==> src/rtl/irq_ctrl_pkg.sv <==
package irq_ctrl_pkg;
  localparam int ADDR_W = 4;

  typedef enum logic [ADDR_W-1:0] {
    REG_PEND = 4'h0,
    REG_EN   = 4'h2,
    REG_ROUT = 4'h3,
    REG_SNS  = 4'h4,
    REG_MODE = 4'h5,
    REG_MSK  = 4'h6,
    REG_VEC  = 4'h7,
    REG_SPR  = 4'h8
  } reg_addr_e;
endpackage

==> src/rtl/irq_src_cell.sv <==
module irq_src_cell #(
  parameter int SYNC_STAGES = 2
) (
  input  logic clk_i,
  input  logic rst_ni,
  input  logic line_i,
  input  logic mode_i,   // 1 edge, 0 level
  input  logic sns_i,    // 1 rising/high, 0 falling/low
  input  logic clr_i,
  output logic pend_o
);
  logic [SYNC_STAGES-1:0] sync_q;
  logic smp, prev_q, pend_q, active, edge_ev, set;

  assign smp = sync_q[SYNC_STAGES-1];

  always_ff @(posedge clk_i or negedge rst_ni) begin
    if (!rst_ni) begin
      sync_q <= '0;
      prev_q <= 1'b0;
      pend_q <= 1'b0;
    end else begin
      sync_q <= {sync_q[SYNC_STAGES-2:0], line_i};
      prev_q <= smp;
      pend_q <= (pend_q & ~clr_i) | set;
    end
  end

  // edge compares sampled history only, so config writes cannot fake an event
  assign active  = (smp == sns_i);
  assign edge_ev = mode_i & (smp ^ prev_q) & active;
  assign set     = edge_ev | (~mode_i & active);
  assign pend_o  = pend_q;

  AST_LEVEL_STICKY: assert property (@(posedge clk_i) disable iff (!rst_ni)
    (!mode_i && smp == sns_i) |=> pend_q);
  AST_EDGE_LATCH: assert property (@(posedge clk_i) disable iff (!rst_ni)
    (mode_i && smp != prev_q && smp == sns_i) |=> pend_q);
  AST_NO_FALSE_EDGE: assert property (@(posedge clk_i) disable iff (!rst_ni)
    (mode_i && smp == prev_q && !pend_q) |=> !pend_q);
  AST_CLEAR_EDGE: assert property (@(posedge clk_i) disable iff (!rst_ni)
    (clr_i && mode_i && smp == prev_q) |=> !pend_q);
endmodule

==> src/rtl/irq_prio_enc.sv <==
module irq_prio_enc #(
  parameter int NUM_SRC = 32
) (
  input  logic [NUM_SRC-1:0] msk_i,
  output logic [NUM_SRC-1:0] vec_o
);
  // line n sits at bit NUM_SRC-1-n; the lowest line number wins
  always_comb begin
    vec_o = '1;
    for (int n = NUM_SRC - 1; n >= 0; n--) begin
      if (msk_i[NUM_SRC-1-n]) vec_o = NUM_SRC'(n);
    end
  end
endmodule

==> src/rtl/irq_ctrl_top.sv <==
module irq_ctrl_top
  import irq_ctrl_pkg::*;
#(
  parameter int NUM_SRC     = 32,
  parameter int SYNC_STAGES = 2
) (
  input  logic               clk_i,
  input  logic               rst_ni,
  input  logic [NUM_SRC-1:0] src_i,
  input  logic [ADDR_W-1:0]  addr_i,
  input  logic               wr_i,
  input  logic               rd_i,
  input  logic [NUM_SRC-1:0] wdata_i,
  output logic [NUM_SRC-1:0] rdata_o,
  output logic               crit_o,
  output logic               ncrit_o
);
  logic [NUM_SRC-1:0] en_q, rout_q, sns_q, mode_q, spr_q;
  logic [NUM_SRC-1:0] pend, msk, vec, clr;
  logic               wr_pend;

  assign wr_pend = wr_i && (addr_i == REG_PEND);
  assign clr     = wr_pend ? wdata_i : '0;

  always_ff @(posedge clk_i or negedge rst_ni) begin
    if (!rst_ni) begin
      en_q   <= '0;
      rout_q <= '0;
      sns_q  <= '1;
      mode_q <= '0;
      spr_q  <= '0;
    end else if (wr_i) begin
      case (reg_addr_e'(addr_i))
        REG_EN:   en_q   <= wdata_i;
        REG_ROUT: rout_q <= wdata_i;
        REG_SNS:  sns_q  <= wdata_i;
        REG_MODE: mode_q <= wdata_i;
        REG_SPR:  spr_q  <= wdata_i;
        default: ;
      endcase
    end
  end

  for (genvar n = 0; n < NUM_SRC; n++) begin : g_src
    localparam int B = NUM_SRC - 1 - n;
    irq_src_cell #(.SYNC_STAGES(SYNC_STAGES)) u_cell (
      .clk_i  (clk_i),
      .rst_ni (rst_ni),
      .line_i (src_i[n]),
      .mode_i (mode_q[B]),
      .sns_i  (sns_q[B]),
      .clr_i  (clr[B]),
      .pend_o (pend[B])
    );
  end

  assign msk     = pend & en_q;
  assign crit_o  = |(msk & rout_q);
  assign ncrit_o = |(msk & ~rout_q);

  irq_prio_enc #(.NUM_SRC(NUM_SRC)) u_enc (
    .msk_i (msk),
    .vec_o (vec)
  );

  always_comb begin
    rdata_o = '0;
    if (rd_i) begin
      case (reg_addr_e'(addr_i))
        REG_PEND: rdata_o = pend;
        REG_EN:   rdata_o = en_q;
        REG_ROUT: rdata_o = rout_q;
        REG_SNS:  rdata_o = sns_q;
        REG_MODE: rdata_o = mode_q;
        REG_MSK:  rdata_o = msk;
        REG_VEC:  rdata_o = vec;
        REG_SPR:  rdata_o = spr_q;
        default:  rdata_o = '0;
      endcase
    end
  end

  AST_GATED_OUT: assert property (@(posedge clk_i) disable iff (!rst_ni)
    (en_q == '0) |-> (!crit_o && !ncrit_o));
  AST_EN_WRITE: assert property (@(posedge clk_i) disable iff (!rst_ni)
    (wr_i && addr_i == REG_EN) |=> (en_q == $past(wdata_i)));
  AST_VEC_RANGE: assert property (@(posedge clk_i) disable iff (!rst_ni)
    (msk != '0) |-> (vec < NUM_SRC));
  AST_VEC_EMPTY: assert property (@(posedge clk_i) disable iff (!rst_ni)
    (msk == '0) |-> (vec == '1));
endmodule

==> config.mk <==
export PLATFORM = sky130hd
export DESIGN_NAME = irq_ctrl_top
export DESIGN_NICKNAME = d
export VERILOG_FILES = /design/src/rtl/irq_ctrl_pkg.sv /design/src/rtl/irq_src_cell.sv /design/src/rtl/irq_prio_enc.sv /design/src/rtl/irq_ctrl_top.sv
export SDC_FILE = /design/constraint.sdc
export NUM_CORES = 1
export LEC_CHECK = 0
export BUFFER_PORTS_ARGS = -buffer_cell sky130_fd_sc_hd__buf_4
export CAP_MARGIN = 20
export CORE_MARGIN = 4
export CORE_UTILIZATION = 60
export CTS_CLUSTER_DIAMETER = 80
export DETAILED_ROUTE_END_ITERATION = 8
export PLACE_DENSITY = 0.92
export SLEW_MARGIN = 20
export SYNTH_ARGS = -nofsm -noshare
export SYNTH_HDL_FRONTEND = slang
export SYNTH_SLANG_ARGS = --single-unit
==> constraint.sdc <==
create_clock -name clk_i -period 2.7 [get_ports clk_i]
set_input_delay 0.27 -clock clk_i [delete_from_list [all_inputs] [get_ports clk_i]]
set_output_delay 0.27 -clock clk_i [all_outputs]
set_load 0.1 [all_outputs]
# [Word level (Yosys, flattened, before mapping)]
# Index checks and enable logic that the tools add are counted.
[op_classes] n_addsub=0 n_shift=0 n_mul=0 n_div=0 bitwise_logic=292 mux=35 n_reduce_logical=9 n_eq_ne=39 order_cmp=0
[op_table] op="two-way mux 32 bit" n=34
[op_table] op="case mux 32 bit (8 select lines)" n=1
[op_table] op="AND 1 bit" n=128
[op_table] op="AND 32 bit" n=3
[op_table] op="inverter 1 bit" n=64
[op_table] op="OR 1 bit" n=64
[op_table] op="OR reduction 32 bit" n=2
[op_table] op="equality test 1 bit" n=32
[op_table] op="inverter 32 bit" n=1
[op_table] op="bitwise XOR 1 bit" n=32
[op_table] op="equality test 4 x 3 -> 1 bit, second input constant" n=4
[op_table] op="AND reduction 2 bit" n=5
[op_table] op="equality test 4 x 2 -> 1 bit, second input constant" n=2
[op_table] op="equality test 4 bit, second input constant" n=1
[op_table] op="logical NOT 4 bit" n=1
[op_table] op="logical AND 1 bit" n=1
[totals] n_memories=0 regBits=288 latchBits=0 input_bits=72 mem_bits_rw=0 elab_cells=476 rom_bits=0

# [Logic depth before layout (Yosys ltp)]
[logic_depth] depth_word=35 depth_mapped=8 mapped_depth_nobuf=5

# [Modules after synthesis]
# A second synthesis with hierarchy kept.
[unflattened] hier_cells=1068 area_unflattened_um2=13038.8
[modules_own_cells] module="irq_ctrl_top" cells_each=690 area_per_inst_um2=8189.1 instances=1
[modules_own_cells] module="irq_src_cell" cells_each=9 area_per_inst_um2=133.9 instances=32
[modules_own_cells] module="irq_prio_enc" cells_each=90 area_per_inst_um2=565.5 instances=1

# [Worst setup path after synthesis]
# Ideal clock, no wire load.
[synth_timing] path_type="input -> output" startpoint="input port addr_i[0]" endpoint="output port rdata_o[0]" t_arrival_ns=3.627 slack_ns=-1.197 cell_stages=6 cell_sequence="buf_1 -> nor4b_1 -> a22oi_1 -> nand3_1 -> a211oi_1 -> a211oi_1"
[synth_via] elab_chain_cells=3
[synth_lines] element="from (decl)" line_no="irq_ctrl_top.sv:10" rtl="input logic [ADDR_W-1:0] addr_i,"
[synth_lines] element="equality test 4 bit, or another cell as far along" line_no="irq_ctrl_top.sv:69" rtl="case (reg_addr_e'(addr_i))"
[synth_lines] element="case mux 32 bit (8 select lines) (*)" line_no="irq_ctrl_top.sv:69"
[synth_lines] element="two-way mux 32 bit (*)" line_no="irq_ctrl_top.sv:68" rtl="if (rd_i) begin"
[synth_lines] element="to (decl)" line_no="irq_ctrl_top.sv:14" rtl="output logic [NUM_SRC-1:0] rdata_o,"
# Every way passes the cells marked *; elsewhere a longest branch is shown, timed or not.

# [Final worst setup path]
[layout_timing] startpoint="register g_src[16].u_cell.pend_q" endpoint="output port rdata_o[9]"
[layout_via] elab_chain_cells=20
[layout_lines] element="from (decl)" line_no="irq_src_cell.sv:13" rtl="logic smp, prev_q, pend_q, active, edge_ev, set;"
[layout_lines] element="from (signal assigned)" line_no="irq_src_cell.sv:25" rtl="pend_q <= (pend_q & ~clr_i) | set;"
[layout_lines] element="AND 32 bit" line_no="irq_ctrl_top.sv:57" rtl="assign msk = pend & en_q;"
[layout_lines] element="two-way mux 32 bit (17 in series)" line_no="irq_prio_enc.sv:11" rtl="if (msk_i[NUM_SRC-1-n]) vec_o = NUM_SRC'(n);"
[layout_lines] element="case mux 32 bit (8 select lines)" line_no="irq_ctrl_top.sv:69"
[layout_lines] element="two-way mux 32 bit" line_no="irq_ctrl_top.sv:68"
# No other way between the ends.

==> summary.md <==
| Metric | Value |
|---|---|
| Crit start category | flip-flop |
| I/O pin count | 106 |
| Layout Nets | 1305 |
| First-pass iteration count of the detailed router | 9 |
| Hold depth | 2 |
| Ys async rst share | 100% |
| H-Tree Depth | 1 |
| Non-filler cells, final | 1526 |
| CP arrival | 2.83 ns |
| Synth top area share | 50.7% |
| Final wirelength | 43.0 mm |
| Hold endpoint | sns_q[9] |
| Vias per Instance | 6.99 |
| Initial antenna violation count | 0 |
| Vias in the first global route | 11300 |
| Synth Net Count | 1079 |
| Failing checks | setup timing |
| Mapped Area | 0.0126 mm² |
| Worst path max stage delay | 0.55 ns |
| F_max | 322 MHz |
| Max-slew violations | 0 |
| Antenna Diode Count | 0 |
| Run status | finished, violations left |
| Critical path class | reg -> out |
| Later-pin clock latency in the skew report | 0.56 ns |
| Dominant synthesized flop cell | dfrtp_1 |
| Gp weighted congestion | 1.05 |
| Number of max-cap violations | 0 |
| Worst-path cell with the longest stage delay | or4_4 |
| Grt total ovfl | 0 |
| Reg2reg setup slack | 1.47 ns |
| CP endpoint kind | output port |
| Post-synth EDFFs | 0 |
| Largest net degree at the start of global routing | 100 |
| Via count | 10700 |
| Number of synthesized register bits | 288 |
| CTS Sinks | 288 |
| GRT Total Usage | 35.0% |
| Core area | 0.0205 mm² |
| Yosys cell types | 52 |
| CTS Buf Count | 29 |
| Worst hold path class | in -> reg |
| # rows | 52 |
| Most frequent cell after synthesis | dfrtp_1 |
| Worst Skew | 0.0102 ns |
| Maximum vdd drop | 0.608 mV |
| Placed wire-length estimate | 25.7 mm |
| Hold_ws | 0.00674 ns |
| Final setup violation count | 28 |
| Pwr dens | 763 mW/mm² |
| Synth Instances | 1007 |
| Sequential area share after synthesis | 57.4% |
| Root Driver | clkbuf_16 |
| Final min period | 3.10 ns |
| Hold Path Origin | wdata_i[9] |
| Post-route setup slack | -0.403 ns |
| CTS clk-pin slew, worst paths | 0.07 ns |
| Setup TNS | -10.0 ns |
| Die X | 153 µm |
| Die area | 0.0234 mm² |
| R2r endpoint | g_src[18].u_cell.pend_o |
| Final Hold Viols | 0 |
| DR iter-0 viols | 1626 |
| Syn avg cell area | 12.5 µm² |
| Share of cells above drive strength 1 | 39.9% |
| Tcrit/Tclk final | 115% |
| Main area contributors after synthesis | dfrtp_1 (51%), mux2_2 (14%), dfstp_2 (6.7%) |
| CP required | 2.43 ns |
| Slew HR | 44.6% |
| Commonest cells post-synth | dfrtp_1 (256), mux2_2 (160), nand2_1 (110), a21o_1 (61), a22oi_1 (38) |
| Area Growth Syn to Fin | 31.8% |
| DRC errors left | 0 |
| TritonCTS clock tree | yes |
| Initial core utilization | 61.6% |
| Unrepaired setup endpoints after global routing | yes |
| Lkg Pwr | 7.08 nW |
| CP max FO | 6 |
| Critical Path, Cell by Cell | nand2_2, nand4_1, or3_4, or4_4, buf_8, a41oi_4, buf_12 |
| Post-placement cell count | 1418 |
| Avg WL per Cell | 28.2 µm |
| Worst reg2reg path depth | 3 |
| Die Y-Extent | 153 µm |
| Worst-margin pin slew | 0.832 ns |
| First-pass GRT wire length | 65.0 mm |
| Post-synth top area cell | dfrtp_1 |
| Max Buffers Root-to-Sink | 3 |
| R2r startpoint | sns_q[13] |
| Routed Antenna Nets | 0 |
| PortBufs | 105 |
| Warnings from Yosys | 0 |
==> cell families (layout without fill, tap and decap cells) <==
group | Yosys count | after routing | share of synthesized area, %
flops | 288 | 288 | 57.4
buf+inv | 57 | 306 | 1.85
simple gates | 198 | 198 | 7.58
xor+xnor | 62 | 62 | 4.30
mux | 160 | 160 | 14.3
compound gates | 242 | 242 | 14.6
==> layout make-up <==
| cell class | count | area [µm²] |
|---|---|---|
| sequential | 288 | 7250 |
| tap | 270 | 338 |
| clock buffer | 43 | 828 |
| clock inverter | 11 | 111 |
| timing repair buffer | 248 | 2380 |
| inverter | 4 | 15.0 |
| multi-input combinational | 662 | 5720 |
| fill | 995 | 3860 |
==> where the power goes <==
group          leakage (nW)  total [mW]  switching [mW]  internal (mW)
logic                  3.31        2.86            1.54           1.33
registers              3.31        5.79           0.731           5.06
clock network         0.464        4.04            1.73           2.31
==> flip-flops by register name, indices dropped and copies added (netlist names) <==
register,cells
en_q,32
g_src.u_cell.sync_q,64
sns_q,32
g_src.u_cell.pend_o,32
g_src.u_cell.prev_q,32
spr_q,32
rout_q,32
mode_q,32
==> metal layers <==
layer  vias up  global-route usage (%)  part of all wire [%]
li1       4256                       -                     -
met1      5212                    42.5                    33
met2       932                    58.0                    49
met3       274                    8.57                    11
met4         0                    18.9                   6.7
met5         -                       0                     0
==> cell usage in the layout, fill, tap and decap left out, types with 6 or more instances in the layout <==
cell	count
o22ai_1	14
clkinv_2	7
dlygate4sd3_1	45
a22oi_1	36
dfrtp_1	256
buf_8	11
a222oi_1	32
nand2_2	7
nand4_1	11
a21o_1	61
xor2_1	31
nand2_1	103
buf_6	6
mux2_2	160
dfstp_2	32
a21oi_1	34
clkbuf_1	9
xnor2_1	31
a41oi_4	16
clkbuf_16	29
buf_12	24
buf_4	162
a41oi_2	12
nand3_1	36
==> worst max-delay path, delay by kind of cell, from the launching register on <==
family / cells / cell delay, ns
simple gates: 4 / 1.21
buf+inv: 2 / 0.39
compound gates: 1 / 0.25
flops: 1 / 0.41
==> worst max path at each step <==
stage / start / to / slack, ns / cells after the start
floorplan: g_src[22].u_cell.pend_o / rdata_o[21] / -0.28 / 6
global placement: addr_i[3] / rdata_o[12] / 0.06 / 8
detailed placement: addr_i[3] / rdata_o[12] / -0.01 / 8
CTS: en_q[28] / rdata_o[9] / -0.37 / 7
global route: g_src[19].u_cell.pend_o / rdata_o[25] / -0.43 / 7
finish: g_src[16].u_cell.pend_o / rdata_o[9] / -0.40 / 7
==> stage by stage <==
stage          utilization [%]  worst slack, ns  area [µm²]  power (mW)
2_1_floorplan                -           -0.280       12900        7.15
3_3_place_gp              71.3           0.0636       14600        8.07
3_5_place_dp              71.3          -0.0100       14600        8.23
4_1_cts                   80.2           -0.370       16400        12.4
5_1_grt                   81.2           -0.434       16600        13.1
6_report                  81.2           -0.403       16600        12.7
==> what timing repair did <==
| action | in CTS | in global routing |
|---|---|---|
| endpoints found under the hold margin | 122 | 0 |
| gates resized for setup | 80 | 40 |
| pin swaps | 8 | 9 |
| setup endpoints to repair | 28 | 33 |
| hold buffers | 45 | 0 |
| buffers inserted | 8 | 6 |
Note: power is estimated with default switching activity, not from simulation.
